==> config.mk <==
export PLATFORM = sky130hd
export DESIGN_NAME = fetch_target_buffer
export DESIGN_NICKNAME = d
export VERILOG_FILES = /design/src/rtl/ftb_pkg.sv /design/src/rtl/ftb_cam.sv /design/src/rtl/ftb_victim.sv /design/src/rtl/fetch_target_buffer.sv
export SDC_FILE = /design/constraint.sdc
export NUM_CORES = 1
export LEC_CHECK = 0
export BUFFER_PORTS_ARGS = -buffer_cell sky130_fd_sc_hd__buf_2
export CAP_MARGIN = 20
export CORE_UTILIZATION = 40
export CTS_BUF_LIST = sky130_fd_sc_hd__clkbuf_8
export DETAILED_ROUTE_END_ITERATION = 8
export GPL_ROUTABILITY_DRIVEN = 1
export RECOVER_POWER = 50
export SYNTH_ARGS = -nofsm -noshare
export SYNTH_HDL_FRONTEND = slang
export SYNTH_SLANG_ARGS = --single-unit
export TNS_END_PERCENT = 50
==> constraint.sdc <==
create_clock -name clk -period 14.11 [get_ports clk]
set_input_delay 1.411 -clock clk [delete_from_list [all_inputs] [get_ports clk]]
set_output_delay 1.411 -clock clk [all_outputs]
set_load 0.01 [all_outputs]
==> src/rtl/ftb_pkg.sv <==
package ftb_pkg;

  typedef logic [1:0] ctr_t;

  localparam ctr_t CTR_ALLOC = 2'b11;
  localparam int   PC_STEP   = 4;

  function automatic ctr_t ctr_step(input ctr_t c, input logic taken);
    ctr_t r;
    if (taken) r = (c == 2'b11) ? c : c + 2'd1;
    else       r = (c == 2'b00) ? c : c - 2'd1;
    return r;
  endfunction

endpackage

==> src/rtl/ftb_cam.sv <==
module ftb_cam #(
  parameter int ENTRIES = 8,
  parameter int ADDR_W  = 32,
  localparam int IDX_W  = $clog2(ENTRIES)
) (
  input  logic [ENTRIES-1:0] valid,
  input  logic [ADDR_W-1:0]  tags [ENTRIES],
  input  logic [ADDR_W-1:0]  key,
  output logic               hit,
  output logic [IDX_W-1:0]   idx
);

  logic [ENTRIES-1:0] match;

  generate
    for (genvar g = 0; g < ENTRIES; g++) begin : g_cmp
      assign match[g] = valid[g] && (tags[g] == key);
    end
  endgenerate

  always_comb begin
    idx = '0;
    for (int i = ENTRIES - 1; i >= 0; i--) begin
      if (match[i]) idx = IDX_W'(i);
    end
  end

  assign hit = |match;

endmodule

==> src/rtl/ftb_victim.sv <==
module ftb_victim #(
  parameter int ENTRIES = 8,
  localparam int IDX_W  = $clog2(ENTRIES)
) (
  input  logic               clk,
  input  logic               rst,
  input  logic [ENTRIES-1:0] valid,
  input  logic               alloc,
  output logic [IDX_W-1:0]   slot
);

  logic [IDX_W-1:0] free_idx;
  logic [IDX_W-1:0] rr_q;
  logic             any_free;

  always_comb begin
    free_idx = '0;
    for (int i = ENTRIES - 1; i >= 0; i--) begin
      if (!valid[i]) free_idx = IDX_W'(i);
    end
  end

  assign any_free = ~&valid;
  assign slot     = any_free ? free_idx : rr_q;

  always_ff @(posedge clk) begin
    if (rst) begin
      rr_q <= '0;
    end else if (alloc && !any_free) begin
      rr_q <= (rr_q == IDX_W'(ENTRIES - 1)) ? '0 : rr_q + 1'b1;
    end
  end

endmodule

==> src/rtl/fetch_target_buffer.sv <==
module fetch_target_buffer #(
  parameter int ENTRIES = 8,
  parameter int ADDR_W  = 32
) (
  input  logic              clk,
  input  logic              rst,
  input  logic [ADDR_W-1:0] fetch_pc,
  output logic              pred_hit,
  output logic              pred_taken,
  output logic [ADDR_W-1:0] next_pc,
  input  logic              resolve_valid,
  input  logic [ADDR_W-1:0] resolve_pc,
  input  logic              resolve_taken,
  input  logic [ADDR_W-1:0] resolve_target
);
  import ftb_pkg::*;

  localparam int IDX_W = $clog2(ENTRIES);

  logic [ENTRIES-1:0] valid_q;
  logic [ADDR_W-1:0]  tag_q [ENTRIES];
  logic [ADDR_W-1:0]  tgt_q [ENTRIES];
  ctr_t               ctr_q [ENTRIES];

  logic             f_hit, r_hit, alloc;
  logic [IDX_W-1:0] f_idx, r_idx, v_slot;
  logic [ADDR_W-1:0] seq_pc;

  ftb_cam #(.ENTRIES(ENTRIES), .ADDR_W(ADDR_W)) u_fetch_cam (
    .valid(valid_q), .tags(tag_q), .key(fetch_pc), .hit(f_hit), .idx(f_idx)
  );

  ftb_cam #(.ENTRIES(ENTRIES), .ADDR_W(ADDR_W)) u_resolve_cam (
    .valid(valid_q), .tags(tag_q), .key(resolve_pc), .hit(r_hit), .idx(r_idx)
  );

  assign alloc = resolve_valid && resolve_taken && !r_hit;

  ftb_victim #(.ENTRIES(ENTRIES)) u_victim (
    .clk(clk), .rst(rst), .valid(valid_q), .alloc(alloc), .slot(v_slot)
  );

  assign seq_pc     = fetch_pc + ADDR_W'(PC_STEP);
  assign pred_hit   = f_hit;
  assign pred_taken = f_hit && ctr_q[f_idx][1];
  assign next_pc    = pred_taken ? tgt_q[f_idx] : seq_pc;

  always_ff @(posedge clk) begin
    if (rst) begin
      valid_q <= '0;
    end else if (alloc) begin
      valid_q[v_slot] <= 1'b1;
    end
  end

  always_ff @(posedge clk) begin
    if (!rst && resolve_valid) begin
      if (r_hit) begin
        ctr_q[r_idx] <= ctr_step(ctr_q[r_idx], resolve_taken);
        if (resolve_taken) tgt_q[r_idx] <= resolve_target;
      end else if (resolve_taken) begin
        tag_q[v_slot] <= resolve_pc;
        tgt_q[v_slot] <= resolve_target;
        ctr_q[v_slot] <= CTR_ALLOC;
      end
    end
  end

endmodule

After elaboration in Yosys (flattened, before gate mapping)
Memories as Yosys holds them, arrays and structs flattened.
Index checks and enable logic that the tools add are counted.
{"block": "op_classes", "reduce_logical": 32, "bitwise_logic": 3, "eq_ne": 18, "addsub": 4, "order_cmp": 4, "muxes": 53}
{"op": "32-bit equality test", "count": 16}
{"op": "256-bit bitwise mux", "count": 1}
{"op": "32-bit demux with 3-bit select", "count": 1}
{"op": "32-bit 2-to-1 mux", "count": 3}
{"op": "3-bit 2-to-1 mux", "count": 28}
{"op": "32-bit by 3-bit adder with 32-bit output, second input constant", "count": 1}
{"op": "32-bit OR reduction", "count": 1}
{"op": "1-bit logical AND", "count": 23}
{"op": "8-bit OR reduction", "count": 2}
{"op": "1-bit 2-to-1 mux", "count": 13}
{"op": "2-bit 2-to-1 mux", "count": 6}
{"op": "8-bit bitwise OR", "count": 1}
{"op": "8-bit AND reduction", "count": 1}
{"op": "4-bit greater-or-equal comparator, second input constant", "count": 1}
{"op": "3-bit by 4-bit < comparator with 1-bit output, second input constant", "count": 1}
{"op": "4-bit by 1-bit < comparator with 1-bit output, second input constant", "count": 1}
{"op": "3-bit NOT with 4-bit output", "count": 1}
{"op": "3-bit by 1-bit adder with 3-bit output, second input constant", "count": 1}
{"op": "1-bit demux with 3-bit select", "count": 1}
{"op": "3-bit equality test, second input constant", "count": 1}
{"op": "3-bit by 1-bit greater-or-equal comparator with 1-bit output, second input constant", "count": 1}
{"op": "3-bit AND reduction", "count": 1}
{"op": "2-bit by 1-bit adder with 2-bit output, second input constant", "count": 1}
{"op": "2-bit equality test, second input constant", "count": 1}
{"op": "other kinds (5)", "count": 6}
{"block": "totals", "ramBits": 272, "wordCells": 126, "input_bits": 100, "out_inout_bits": 34, "register_bits": 267, "memories": 2}
{"memory": "tgt_q", "words": 8, "width": 32, "rd": 1, "rd_ports_with_merged_regs": 0, "write_ports": 1, "line_no": "fetch_target_buffer.sv:22", "text": "logic [ADDR_W-1:0] tgt_q [ENTRIES];"}
{"memory": "ctr_q", "words": 8, "width": 2, "rd": 2, "rd_ports_with_merged_regs": 0, "write_ports": 1, "line_no": "fetch_target_buffer.sv:23", "text": "ctr_t ctr_q [ENTRIES];"}

Logic depth before layout (Yosys ltp)
An unclocked memory read counts as a cell.
{"block": "depth", "word_depth": 17, "depth_mapped": 15, "ltp_nobuf": 11}

By module
From an unflattened synthesis, not the netlist that was laid out.
{"block": "hier_totals", "cells_unflattened": 1711, "area_unflattened_um2": 25942.4}
{"module": "fetch_target_buffer", "instances": 1, "area_per_inst_um2": 19357.3, "cells_per_inst": 892}
{"module": "ftb_cam", "instances": 2, "area_per_inst_um2": 3178.0, "cells_per_inst": 394}
{"module": "ftb_victim", "instances": 1, "area_per_inst_um2": 229.0, "cells_per_inst": 31}

Worst setup path before layout
No wires, ideal clock.
{"block": "synth_path", "path_type": "input port to flip-flop", "from": "in resolve_pc[23]", "to": "reg tag_q[224] in the netlist's numbering (enable)", "setup_time_ns": 0.464, "t_required_ns": 13.646, "cell_stages": 11, "slack_ns": 7.877, "n_path_buf": 1, "arrival_time_ns": 5.770, "path_cell_list": "clkbuf_1 xor2_1 nor4_1 and3_1 nand3_1 nand2_1 nor3b_1 nand2_1 nor3_1 nand2b_1 nor3_1"}
{"block": "synth_between", "elab_chain_len": 5, "word_cells_on_any_way": 19, "cone_classes": "8 x eq/ne; 1 x bitwise; 10 x reduce/logical"}
{"item": "from (decl)", "line_no": "fetch_target_buffer.sv:12", "text": "input logic [ADDR_W-1:0] resolve_pc,"}
{"item": "32-bit equality test", "line_no": "ftb_cam.sv:17", "text": "assign match[g] = valid[g] && (tags[g] == key);"}
{"item": "1-bit logical AND", "line_no": "ftb_cam.sv:17"}
{"item": "8-bit OR reduction *", "line_no": "ftb_cam.sv:28", "text": "assign hit = |match;"}
{"item": "1-bit NOT (no source line) *"}
{"item": "3-bit AND reduction (no source line) *"}
{"item": "to (signal, indexed assignment)", "line_no": "fetch_target_buffer.sv:62", "text": "tag_q[v_slot] <= resolve_pc;"}
{"item": "to (decl)", "line_no": "fetch_target_buffer.sv:21", "text": "logic [ADDR_W-1:0] tag_q [ENTRIES];"}
Every way passes the cells marked *; elsewhere a longest branch is shown, timed or not.
A chain may end at the register's enable or synchronous reset.

Final worst setup path
{"block": "layout_path", "from": "in fetch_pc[15]", "to": "out next_pc[14]"}
{"block": "layout_between", "elab_chain_len": 13, "word_cells_on_any_way": 29, "cone_classes": "8 x eq/ne; 9 x mux; 10 x reduce/logical; 2 x memory"}
{"item": "from (decl)", "line_no": "fetch_target_buffer.sv:7", "text": "input logic [ADDR_W-1:0] fetch_pc,"}
{"item": "32-bit equality test", "line_no": "ftb_cam.sv:17"}
{"item": "1-bit logical AND", "line_no": "ftb_cam.sv:17"}
{"item": "3-bit 2-to-1 mux (8 in a row)", "line_no": "ftb_cam.sv:24", "text": "if (match[i]) idx = IDX_W'(i);"}
{"item": "memory read 8 x 2 bit"}
{"item": "1-bit logical AND", "line_no": "fetch_target_buffer.sv:45", "text": "assign pred_taken = f_hit && ctr_q[f_idx][1];"}
{"item": "32-bit 2-to-1 mux *", "line_no": "fetch_target_buffer.sv:46", "text": "assign next_pc = pred_taken ? tgt_q[f_idx] : seq_pc;"}
{"item": "to (decl)", "line_no": "fetch_target_buffer.sv:10", "text": "output logic [ADDR_W-1:0] next_pc,"}
Marked as above.

==> impl_metrics.toml <==
[power_and_ir_drop]
power_mw = 3.552
clkPwrFrac = 0.422
powerDensity_nw_per_um2 = 114.0
power_frac_comb = 0.079
p_int_mw = 2.633
p_sw_frac = 0.2585
p_sw_uw = 918.1
leakage_nw = 11.95
seqPwrFrac = 0.499
peakVddDrop_mv = 0.08170

[timing]
tightest_slew_ps = 2639
setup-violations-final = 0
fin_skew_ps = 58.11
min_period_ps = 8096
relSlewSlack = -0.7594
maxSlewViolCount = 657
fin_ws_ps = 6014
tns_ps = 0
grt_setup_unrepaired = "no"
hold_slack_ps = 567.3
fin_crit_sh = 0.5738
clock.fmax_mhz = 123.5
hold_violations = 0

[routing]
detail-route-antenna-nets = 0
drt-total-wl_mm = 99.05
first_iter_violations = 2072
drtPass1Iterations = 5
vias = 19120
wl_per_cell_um = 31.00
drc = 0
viasPerCell = 5.985

[synthesis]
ys_types = 61
yosys_warnings = 0
postSynthAreaPerCell_um2 = 13.34
synth_enable_flop_cells = 528
syn_area_um2 = 27600
syn-instance-count = 2069
ys_seq_elements = 539
async_flop_share = 0
ys_seq_area_frac = 0.5825
synth_nets = 2172
yosys_most_used_dff = "edfxtp_1"

[place]
pre_cts_ws_ps = 5939
dp_cells = 3018
routabilityCongestion = 0.9493
place_area_um2 = 29320
port_buffers = 133
dpl.hpwl_mm = 64.29

[setup_path]
endpoint_kind = "output port"
slowest_delay_ps = 880
criticalPathCategory = "in -> out"
crit_path_frequent_cell = "mux2i_1"
critPathMaxFanout = 57
worst_setup_path_start_kind = "primary input"
worstPathRequired_ps = 12700
r2r_setup_slack_ps = 8400
cp.arrival_ps = 6680
crit_chain = "buf_2, xor2_1, nor4_1, nand2_1, or4_1, and2_1, nand2b_1, o21bai_4, buf_4, buf_4, mux2i_1, mux2i_1, mux2i_1, mux2i_1, buf_2"
crit_slowest_cell = "buf_4"

[global_routing]
grt_overflow = 0
grt_use_total = 0.2815
grt_max_degree = 58
grt_pass1_vias = 19160
antenna_found_initial = 3
grt_pass1_wl_mm = 139.3

[clock_network]
clk_pin_slew_ps = 60
ctsHtreeMaxLevel = 3
clock-sinks = 539
cts_tree = "built"
clk-insertion-delay-late_ps = 740
cts-root-buf = "clkbuf_8"
cts.repair.resized = 0
postCtsSetupBuffers = 0
cts_hold_buffers = 0
clock_path_buffers = 3
cts_buffers = 96

[cells_and_area]
area_growth_pct = 12.83
stdcell_area_um2 = 31140
drive_gt1_frac = 0.1181
nets = 2346
final_cells = 3195
fin_util = 0.4596

[worst_hold_path]
hp-class = "reg -> reg"

[floorplanning]
die_h_um = 264.7
io_pins = 134
core-area_um2 = 67750
dieArea_um2 = 70050
placementRows = 95
start_util = 0.4073
fp.dieW_um = 264.7

[run_status]
status = "finished with violations"
violations = "max-capacitance violations, max-slew violations"

[flow_run]
cap_viol_max_count = 34
## layout by cell type, fill, tap and decap left out, types with 5 or more instances in the layout
cell	n
or4_1	12
bufinv_16	7
clkinv_2	15
nor3_2	7
nand4_1	93
xor2_1	374
clkinv_1	21
nand2_1	61
or2_2	5
a21oi_1	6
buf_4	17
buf_2	87
mux2i_1	261
nor3_1	39
inv_1	42
a21o_1	11
nand4b_1	13
or3_1	8
nor4b_1	6
mux2_2	8
edfxtp_1	528
xnor2_1	155
clkbuf_8	99
nand2b_1	21
clkbuf_1	68
nor2_4	8
and3_1	11
nor2b_1	20
nor4_1	149
nand3_1	35
o21ai_0	6
nor2_1	52
dfxtp_1	11
## routing by layer
metal / global-route usage / vias to the layer above / routed length (um)
met5: 0 / - / 10
met4: 0.1117 / 2 / 3741
met3: 0.04905 / 211 / 7700
met2: 0.4610 / 1005 / 46740
met1: 0.3714 / 9755 / 40850
li1: - / 8149 / -
## cell type report
class                      count  area (um2)
fill                        6181       36610
sequential                   539       16080
timing repair buffer         172       818.3
tap                          873        1092
clock inverter                76       593.1
inverter                      18       67.56
antenna                        2       5.005
clock buffer                  99        1363
multi-input combinational   1416       11130
## cells by family after synthesis
family / after synthesis / share of synthesized area
AO/OA/AOI/OAI: 57 / 0.01623
buffers and inverters: 114 / 0.01890
AND/OR/NAND/NOR: 557 / 0.1148
adder cells (fa/ha/maj): 3 / 0.001360
XOR/XNOR: 529 / 0.1679
multiplexers: 270 / 0.09833
flip-flops: 539 / 0.5825
## cell usage after synthesis, types with 21 or more instances
cell type | number | area, um2
nor3_1 | 45 | 225.2
buf_2 | 48 | 240.2
nand2b_1 | 21 | 131.4
nand4_1 | 93 | 581.8
xor2_1 | 374 | 3276
nand2_1 | 61 | 229.0
xnor2_1 | 155 | 1358
nand3_1 | 35 | 175.2
edfxtp_1 | 528 | 15860
nor4_1 | 149 | 932.1
nor2_1 | 62 | 232.7
clkbuf_1 | 38 | 142.6
mux2i_1 | 261 | 2613
## flip-flops by register name, indices dropped and copies added (netlist names)
signal         flops
tag_q            256
ctr_q             16
valid_q            8
tgt_q            256
u_victim.rr_q      3
## power groups by stage
stage	registers [mW]	logic, mW	clock network, mW
detailed placement	1.80	0.275	0
floorplan	1.80	0.139	0
global placement	1.80	0.278	0
global route	1.77	0.288	1.58
CTS	1.77	0.276	1.53
finish	1.77	0.279	1.50
## final timing paths
| check | startpoint | end | cells past startpoint |
|---|---|---|---|
| setup / recovery | fetch_pc[15] | next_pc[14] | 15 |
| hold / removal | u_victim.rr_q[2]$_SDFFE_PP0P_ | u_victim.rr_q[2]$_SDFFE_PP0P_ | 2 |
| setup reg to reg | tag_q[50]$_DFFE_PP_ | tgt_q[0][24]$_DFFE_PP_ | 11 |
| hold reg to reg | u_victim.rr_q[2]$_SDFFE_PP0P_ | u_victim.rr_q[2]$_SDFFE_PP0P_ | 2 |
## critical path, delay by kind of cell
family                 cells  cell delay, ps
AO/OA/AOI/OAI              1             280
XOR/XNOR                   1             280
buffers and inverters      4            2390
multiplexers               4             800
AND/OR/NAND/NOR            5            1460
Note: power is estimated with default switching activity, not from simulation.
